--- config.mk ---
export PLATFORM = sky130hd
export DESIGN_NAME = flash_status_mux
export DESIGN_NICKNAME = d
export VERILOG_FILES = /design/src/rtl/flash_stat_pkg.sv /design/src/rtl/plane_tracker.sv /design/src/rtl/status_compose.sv /design/src/rtl/busy_driver.sv /design/src/rtl/flash_status_mux.sv
export SDC_FILE = /design/constraint.sdc
export NUM_CORES = 1
export LEC_CHECK = 0
export BUFFER_PORTS_ARGS = -buffer_cell sky130_fd_sc_hd__clkbuf_2
export CORE_AREA = 2 2 67 53
export CTS_CLUSTER_SIZE = 10
export DETAILED_ROUTE_END_ITERATION = 7
export DIE_AREA = 0 0 69 55
export PLACE_DENSITY = 0.71
export SYNTH_ARGS = -nofsm -noshare
export SYNTH_HDL_FRONTEND = slang
export SYNTH_HIERARCHICAL = 1
export SYNTH_SLANG_ARGS = --single-unit
--- constraint.sdc ---
create_clock -name clk -period 1.6 [get_ports clk]
set_input_delay 0.08 -clock clk [delete_from_list [all_inputs] [get_ports clk]]
set_output_delay 0.08 -clock clk [all_outputs]
set_load 0.01 [all_outputs]
--- src/rtl/flash_stat_pkg.sv ---
package flash_stat_pkg;

    typedef enum logic [2:0] {
        MODE_IDLE      = 3'd0,
        MODE_PROG      = 3'd1,
        MODE_ERASE     = 3'd2,
        MODE_SUSP      = 3'd3,
        MODE_SUSP_PROG = 3'd4
    } plane_mode_e;

    typedef struct packed {
        logic main_tog;
        logic susp_tog;
    } toggle_t;

    typedef struct packed {
        logic        hit_susp;
        logic        at_prog;
        logic        prog_msb;
        logic [7:0]  arr;
    } read_ctx_t;

    function automatic plane_mode_e decode_mode(input logic [2:0] raw);
        plane_mode_e m;
        case (raw)
            3'd1:    m = MODE_PROG;
            3'd2:    m = MODE_ERASE;
            3'd3:    m = MODE_SUSP;
            3'd4:    m = MODE_SUSP_PROG;
            default: m = MODE_IDLE;
        endcase
        return m;
    endfunction

    function automatic logic mode_busy(input plane_mode_e m);
        return (m == MODE_PROG) || (m == MODE_ERASE) || (m == MODE_SUSP_PROG);
    endfunction

    function automatic logic main_advances(input plane_mode_e m);
        return mode_busy(m);
    endfunction

    function automatic logic susp_advances(input plane_mode_e m, input logic hit_susp);
        return (m == MODE_ERASE) ||
               (((m == MODE_SUSP) || (m == MODE_SUSP_PROG)) && hit_susp);
    endfunction

endpackage

--- src/rtl/plane_tracker.sv ---
module plane_tracker
    import flash_stat_pkg::*;
(
    input  logic        clk,
    input  logic        rst,
    input  logic        read_evt,
    input  plane_mode_e mode,
    input  logic        hit_susp,
    output toggle_t     tog
);

    toggle_t tog_q;

    always_ff @(posedge clk) begin
        if (rst) begin
            tog_q <= '0;
        end else if (read_evt) begin
            if (main_advances(mode)) begin
                tog_q.main_tog <= ~tog_q.main_tog;
            end
            if (susp_advances(mode, hit_susp)) begin
                tog_q.susp_tog <= ~tog_q.susp_tog;
            end
        end
    end

    assign tog = tog_q;

endmodule

--- src/rtl/status_compose.sv ---
module status_compose
    import flash_stat_pkg::*;
(
    input  plane_mode_e mode,
    input  toggle_t     tog,
    input  read_ctx_t   ctx,
    output logic [7:0]  value
);

    logic       poll_bit;
    logic [7:0] prog_view;
    logic [7:0] erase_view;
    logic [7:0] susp_view;
    logic [7:0] susp_prog_view;

    always_comb begin
        poll_bit  = ctx.at_prog ? ~ctx.prog_msb : ctx.arr[7];

        prog_view = {poll_bit, tog.main_tog, ctx.arr[5:3], 1'b1, ctx.arr[1:0]};

        erase_view = {1'b0, tog.main_tog, ctx.arr[5:3], tog.susp_tog, ctx.arr[1:0]};

        susp_view = ctx.hit_susp
                  ? {1'b1, 1'b1, ctx.arr[5:3], tog.susp_tog, ctx.arr[1:0]}
                  : ctx.arr;

        susp_prog_view = ctx.hit_susp
                       ? {1'b1, tog.main_tog, ctx.arr[5:3], tog.susp_tog, ctx.arr[1:0]}
                       : prog_view;

        case (mode)
            MODE_PROG:      value = prog_view;
            MODE_ERASE:     value = erase_view;
            MODE_SUSP:      value = susp_view;
            MODE_SUSP_PROG: value = susp_prog_view;
            default:        value = ctx.arr;
        endcase
    end

endmodule

--- src/rtl/busy_driver.sv ---
module busy_driver #(
    parameter int N_PLANES = 2
) (
    input  logic                clk,
    input  logic                rst,
    input  logic [N_PLANES-1:0] plane_busy,
    output logic                pull_low
);

    logic pull_q;

    always_ff @(posedge clk) begin
        if (rst) begin
            pull_q <= 1'b0;
        end else begin
            pull_q <= |plane_busy;
        end
    end

    assign pull_low = pull_q;

endmodule

--- src/rtl/flash_status_mux.sv ---
module flash_status_mux
    import flash_stat_pkg::*;
#(
    parameter int ADDR_W = 12,
    parameter int SECT_W = 4
) (
    input  logic              clk,
    input  logic              rst,
    input  logic [ADDR_W-1:0] rd_addr,
    input  logic              rd_stb,
    input  logic [2:0]        pl0_mode,
    input  logic [2:0]        pl1_mode,
    input  logic [SECT_W-1:0] susp_sector,
    input  logic [ADDR_W-1:0] prog_addr,
    input  logic              prog_data_msb,
    input  logic [7:0]        array_data,
    output logic [7:0]        rd_data,
    output logic              rb_pull_low
);

    localparam int N_PLANES = 2;
    localparam int PLANE_MSB = ADDR_W - 1;
    localparam int SECT_LSB = ADDR_W - SECT_W;

    logic        stb_q;
    logic        stb_rise;
    logic        rd_plane;
    logic        hit_susp;
    plane_mode_e modes      [N_PLANES];
    toggle_t     togs       [N_PLANES];
    logic [N_PLANES-1:0] plane_busy;
    plane_mode_e sel_mode;
    toggle_t     sel_tog;
    read_ctx_t   ctx;
    logic [7:0]  next_value;
    logic [7:0]  rd_data_q;

    assign modes[0] = decode_mode(pl0_mode);
    assign modes[1] = decode_mode(pl1_mode);

    assign stb_rise = rd_stb & ~stb_q;
    assign rd_plane = rd_addr[PLANE_MSB];
    assign hit_susp = (rd_addr[ADDR_W-1:SECT_LSB] == susp_sector);

    always_ff @(posedge clk) begin
        if (rst) begin
            stb_q <= 1'b0;
        end else begin
            stb_q <= rd_stb;
        end
    end

    for (genvar p = 0; p < N_PLANES; p++) begin : g_plane
        logic hit_plane;
        assign hit_plane     = (rd_plane == p[0]);
        assign plane_busy[p] = mode_busy(modes[p]);

        plane_tracker u_trk (
            .clk      (clk),
            .rst      (rst),
            .read_evt (stb_rise & hit_plane),
            .mode     (modes[p]),
            .hit_susp (hit_susp),
            .tog      (togs[p])
        );
    end

    assign sel_mode = modes[rd_plane];
    assign sel_tog  = togs[rd_plane];

    always_comb begin
        ctx.hit_susp = hit_susp;
        ctx.at_prog  = (rd_addr == prog_addr);
        ctx.prog_msb = prog_data_msb;
        ctx.arr      = array_data;
    end

    status_compose u_compose (
        .mode  (sel_mode),
        .tog   (sel_tog),
        .ctx   (ctx),
        .value (next_value)
    );

    always_ff @(posedge clk) begin
        if (rst) begin
            rd_data_q <= '0;
        end else if (stb_rise) begin
            rd_data_q <= next_value;
        end
    end

    assign rd_data = rd_data_q;

    busy_driver #(.N_PLANES(N_PLANES)) u_busy (
        .clk        (clk),
        .rst        (rst),
        .plane_busy (plane_busy),
        .pull_low   (rb_pull_low)
    );

endmodule

==> results.py, run 1 <==
metrics = {
    "floorplanning": {
        "rows": 18,
        "die_height_um": 55,
        "io-pin-count": 55,
        "start_util_pct": 38.4,
        "core_area_sq_um": 3150,
        "die-area_sq_um": 3800,
        "fp.dieW_um": 69,
    },
    "placement": {
        "hpwl_um": 2370,
        "place_area_sq_um": 1600,
        "place_ws_ns": -0.0473,
        "dp.cells": 246,
        "gp_congestion": 0.749,
        "io_buffers": 54,
    },
    "final_layout": {
        "instances_no_fill": 250,
        "fill_cells": 311,
        "areaGrowthSynthToFinish_pct": 36.4,
        "drive_gt1_share_pct": 45.2,
        "diodes": 0,
        "final_area_sq_um": 1650,
        "fin_nets": 257,
    },
    "routing": {
        "drc": 0,
        "ant_nets": 0,
        "routed_via_density": 4.75,
        "drt-total-wl_um": 2820,
        "drtIter0Drc": 35,
        "vias": 1188,
        "post_drt_wl_per_cell_um": 11.3,
        "drt_first_pass_iters": 4,
    },
    "logic_synthesis": {
        "synth_seq_cells": 14,
        "synth_seq_area_share_pct": 23.1,
        "syn-instance-count": 145,
        "synth_top_area_share_pct": 23.1,
        "synth_edf_count": 0,
        "syn_nets": 191,
        "ys_warn_count": 6,
        "synth_top_flop_cell": "dfxtp_1",
        "synth_top_cell_by_area": "dfxtp_1",
        "ys_top_cells_by_area": "dfxtp_1, xnor2_1, mux2_2",
        "synth_area_per_cell_sq_um": 8.35,
        "syn_area_sq_um": 1210,
        "async_flop_share_pct": 0,
        "synth_cell_types": 35,
    },
    "clocking": {
        "cts_tree": "built",
        "postCtsHoldBufs": 0,
        "cts_buffer_depth": 2,
        "cts.htree.levels": 1,
        "clk_pin_slew_worst_paths_ns": 0.06,
        "post_cts_buffers": 0,
        "cts-root-buf": "clkbuf_8",
        "cts_sinks": 14,
        "worstSkewPairLatency_ns": 0.24,
        "ctsResizeCount": 0,
        "numCtsBuffers": 3,
    },
    "sta": {
        "rsz0062_at_grt": "false",
        "hold_ws_ns": 0.0567,
        "timing.final.crit_period_ns": 1.47,
        "fmax_mhz": 679,
        "tightest_slew_ns": 0.358,
        "skew_ns": 0.000319,
        "period_share_pct": 92.0,
        "worst_slack_ns": 0.128,
        "slew_violations": 0,
        "setup_violations": 0,
        "hold_violations": 0,
        "max_slew_margin_pct": 76.2,
    },
    "setup_path": {
        "cp.arrival_ns": 1.61,
        "worstRegToRegCells": 5,
        "cp_max_fo": 4,
        "required_ns": 1.73,
        "crit_chain": "nor2b_1 > and2_1 > and4bb_1 > a211oi_2 > mux2_2",
        "max_stage_delay_ns": 0.34,
        "timing.rr.start": "stb_q",
        "criticalPathCategory": "register to register",
        "cp-end-kind": "register",
        "critPathBufInv": 0,
        "start_kind": "register",
        "cp_top_family": "simple AND/OR/NAND/NOR gates",
        "slowest_stage": "mux2_2",
        "rr_endpoint": "g_plane[1].u_trk/tog[0]",
        "reg2reg_setup_slack_ns": 0.13,
    },
    "global_route": {
        "antenna_found_initial": 0,
        "grt_pass1_wl_um": 4850,
        "grt_max_degree": 19,
        "grt_overflow": 0,
        "grt_pass1_vias": 1154,
        "track_usage_pct": 15.8,
    },
    "power": {
        "powerDensity_nw_per_um2": 635,
        "power_mw": 1.05,
        "p_leak_nw": 0.772,
        "vdd_drop_max_v": 0.000408,
    },
    "worst_hold_path": {
        "min_to": "rd_data[3]",
        "hp-start": "array_data[3]",
        "hp-class": "input port to register",
        "holdPathStages": 3,
    },
    "status": {
        "outcome": "complete, no violations",
    },
    "run": {
        "drv_cap": 0,
    },
}
## kinds of logic (layout without fill, tap and decap cells)
family	count (synthesis)	after routing	synth area share, %
simple gates	60	60	30.4
compound gates	30	30	16.6
xor+xnor	19	19	13.7
flops	14	14	23.1
buf+inv	12	77	6.82
mux	10	10	9.30
## final cells by class
class / count / area (sq um) / share of cell area [%]
Tap cell: 40 / 50.0 / 3.03
Timing Repair Buffer: 72 / 405 / 24.5
Inverter: 1 / 3.75 / 0.227
Multi-Input combinational cell: 119 / 857 / 51.9
Clock buffer: 4 / 55.1 / 3.33
Sequential cell: 14 / 280 / 17.0
## metrics by stage
step	setup TNS (ns)	utilization (%)
2_1_floorplan	0	-
3_3_place_gp	-0.0219	50.6
5_1_grt	0	52.4
6_report	0	52.4
4_1_cts	0	52.4
3_5_place_dp	-0.0922	50.6
## registers in the layout, indices dropped and copies added, names as in the netlist
| register | count |
|---|---|
| g_plane.u_trk/tog | 4 |
| rd_data | 8 |
| stb_q | 1 |
| u_busy/pull_low | 1 |
## cells in the final DEF (no fill, tap or decap), types with 3 or more instances in the layout
| cell | synthesis | routed |
|---|---|---|
| clkbuf_2 | 0 | 54 |
| mux2_1 | 3 | 3 |
| dfxtp_1 | 14 | 14 |
| mux2_2 | 7 | 7 |
| nand4_1 | 3 | 3 |
| nor2_1 | 9 | 9 |
| o21ai_0 | 4 | 4 |
| and2_1 | 3 | 3 |
| xor2_1 | 7 | 7 |
| xnor2_1 | 12 | 12 |
| buf_4 | 5 | 18 |
| nand2_1 | 18 | 18 |
| nand2b_1 | 3 | 3 |
| a21oi_1 | 13 | 13 |
| nor2b_1 | 11 | 11 |
| o211ai_1 | 3 | 3 |
| clkbuf_8 | 0 | 4 |
## metal layers
metal	wire length (um)	track usage (%)	vias up
li1	-	-	632
met4	15	2.29	0
met1	1320	18.5	543
met5	0	0	-
met2	1430	30.8	11
met3	63	3.99	2
## how the worst max path moves through the flow
stage,from,to,slack (ns),depth (start not counted)
after detailed placement,rd_addr[9],rd_data[7],-0.05,10
after CTS,stb_q,g_plane[1].u_trk/tog[0],0.13,5
after global routing,rd_addr[8],rd_data[7],0.004,11
after global placement,rd_addr[9],rd_data[7],-0.02,10
after floorplan,stb_q,g_plane[1].u_trk/tog[0],0.08,6
final,stb_q,g_plane[1].u_trk/tog[0],0.13,5
## power by group
group	internal [mW]	switching (mW)	total (mW)
clock network	0.218	0.125	0.343
logic	0.174	0.151	0.325
registers	0.370	0.0102	0.380
total	0.762	0.286	1.05
## Yosys cell counts, types with 2 or more instances
cell,number
o211ai_1,3
and4b_2,2
buf_6,2
and2_1,3
nor2b_4,2
dfxtp_1,14
mux2_1,3
a211oi_2,2
nand2b_1,3
nand4_1,3
nor3_1,2
nor2_1,9
o21ai_0,4
buf_4,5
and4bb_1,2
xor2_1,7
buf_2,3
xnor2_1,12
o22a_1,2
mux2_2,7
nand2_1,18
nor2b_1,11
a21oi_1,13
and4bb_2,2
## tightest hold or removal path: stages
cell and delay [ns]:
clkbuf_2 0.08, nand2_1 0.05, a21oi_1 0.05
Note: power is estimated with default switching activity, not from simulation.
==> inputs of run 2 (changes only) <==
==> constraint.sdc (replaced) <==
create_clock -name clk -period 1.6 [get_ports clk]
set_input_delay 0.48 -clock clk [delete_from_list [all_inputs] [get_ports clk]]
set_output_delay 0.48 -clock clk [all_outputs]
set_load 0.01 [all_outputs]
==> results.py, run 2 (synthesized netlist as in run 1, its figures left out) <==
metrics = {
    "placement": {
        "place_ws_ns": -0.452,
        "io_buffers": 54,
        "hpwl_um": 2220,
        "place_area_sq_um": 1630,
        "gp_congestion": 0.782,
    },
    "floorplanning": {
        "die_height_um": 55,
        "die-area_sq_um": 3800,
        "start_util_pct": 38.4,
        "core_area_sq_um": 3150,
        "fp.dieW_um": 69,
        "io-pin-count": 55,
        "rows": 18,
    },
    "routing": {
        "drt-total-wl_um": 3120,
        "routed_via_density": 4.92,
        "ant_nets": 0,
        "drtIter0Drc": 25,
        "drt_first_pass_iters": 4,
        "drc": 0,
        "vias": 1264,
        "post_drt_wl_per_cell_um": 12.2,
    },
    "sta": {
        "setup_violations": 5,
        "period_share_pct": 109,
        "skew_ns": 0.000301,
        "max_slew_margin_pct": 76.5,
        "tightest_slew_ns": 0.352,
        "hold_violations": 0,
        "worst_slack_ns": -0.136,
        "hold_ws_ns": 0.454,
        "timing.final.crit_period_ns": 1.74,
        "fin_setup_tns_ns": -0.465,
        "fmax_mhz": 576,
        "rsz0062_at_grt": "true",
        "slew_violations": 0,
    },
    "clocking": {
        "cts_buffer_depth": 2,
        "cts-root-buf": "clkbuf_8",
        "clk_pin_slew_worst_paths_ns": 0.05,
        "worstSkewPairLatency_ns": 0.24,
        "cts_sinks": 14,
        "cts.htree.levels": 1,
        "numCtsBuffers": 3,
        "postCtsHoldBufs": 0,
        "cts_tree": "built",
    },
    "power": {
        "vdd_drop_max_v": 0.000516,
        "powerDensity_nw_per_um2": 597,
        "p_leak_nw": 0.856,
        "power_mw": 1.12,
    },
    "setup_path": {
        "criticalPathCategory": "input port to register",
        "start_kind": "input port",
        "required_ns": 1.73,
        "cp_max_fo": 5,
        "cp-end-kind": "register",
        "worstRegToRegCells": 5,
        "cp.arrival_ns": 1.87,
    },
    "worst_hold_path": {
        "hp-class": "input port to register",
        "holdPathStages": 3,
    },
    "status": {
        "outcome": "finished, violations left",
        "violations": "negative setup slack",
    },
    "final_layout": {
        "diodes": 0,
        "drive_gt1_share_pct": 55.3,
        "final_common_cell": "clkbuf_2",
        "areaGrowthSynthToFinish_pct": 54.4,
        "final_cell_mix": "clkbuf_2, buf_4, nand2_1",
        "fin_nets": 264,
        "final_area_sq_um": 1870,
        "largest_reg_flops": 8,
    },
    "global_route": {
        "grt_pass1_vias": 1089,
        "grt_pass1_wl_um": 4770,
        "grt_max_degree": 19,
        "grt_overflow": 0,
        "track_usage_pct": 15.9,
        "antenna_found_initial": 0,
    },
    "run": {
        "drv_cap": 0,
    },
}
[run 2: cell types whose count changed in the layout (fill, tap and decap cells not counted), moves of 3 or more]
cell / previous run / this run
a21oi_1: 13 / 9
a21oi_2: 0 / 3
buf_4: 18 / 24
clkbuf_2: 54 / 51
mux2_4: 0 / 3
nor2b_1: 11 / 8
xor2_1: 7 / 4
[run 2: metrics by stage]
| step | std cells | util (%) |
|---|---|---|
| after floorplan | 145 | - |
| after global placement | 248 | 51.5 |
| after detailed placement | 248 | 51.5 |
| after CTS | 256 | 57.2 |
| after global routing | 257 | 59.3 |
| final | 257 | 59.3 |
[run 2: critical path, stage by stage]
cell	delay, ns
clkbuf_16	0.14
xor2_4	0.15
nor4_4	0.33
buf_4	0.18
and4b_2	0.23
a211oi_2	0.05
mux2_4	0.30
[run 2: report_power, final]
group	total [mW]	internal (mW)	leakage (nW)	switching, mW
Combinational	0.401	0.219	0.712	0.181
Sequential	0.380	0.370	0.115	0.0100
Clock	0.336	0.218	0.0288	0.118
Total	1.12	0.807	0.856	0.309
[run 2: timing repair]
action | in CTS | in global routing
hold endpoints to repair | 0 | 0
setup endpoints to repair | 5 | 5
pin swaps | 8 | 7
gates cloned | 1 | 0
buffers inserted | 3 | 2
resized for setup | 15 | 13
[run 2: cell type report]
cell class	instances	area, sq um
fill	277	1280
timing repair buffer	78	487
multi-input combinational	120	995
sequential	14	280
inverter	1	3.75
tap	40	50.0
clock buffer	4	55.1
[run 2: worst paths after layout]
| path | slack [ns] | end | startpoint |
|---|---|---|---|
| max | -0.14 | g_plane[1].u_trk/tog[0] | rd_addr[11] |
| min reg2reg | 0.46 | rd_data[1] | rd_data[1] |
| max reg2reg | 0.13 | g_plane[1].u_trk/tog[0] | stb_q |
| min | 0.45 | rd_data[3] | array_data[3] |
[run 2: routing by layer]
metal	global-route usage, %	vias to the layer above	part of all wire [%]
li1	-	644	-
met1	19.2	600	44
met2	30.8	18	52
met3	3.80	2	3.1
met4	1.63	0	0.67
met5	0	-	0
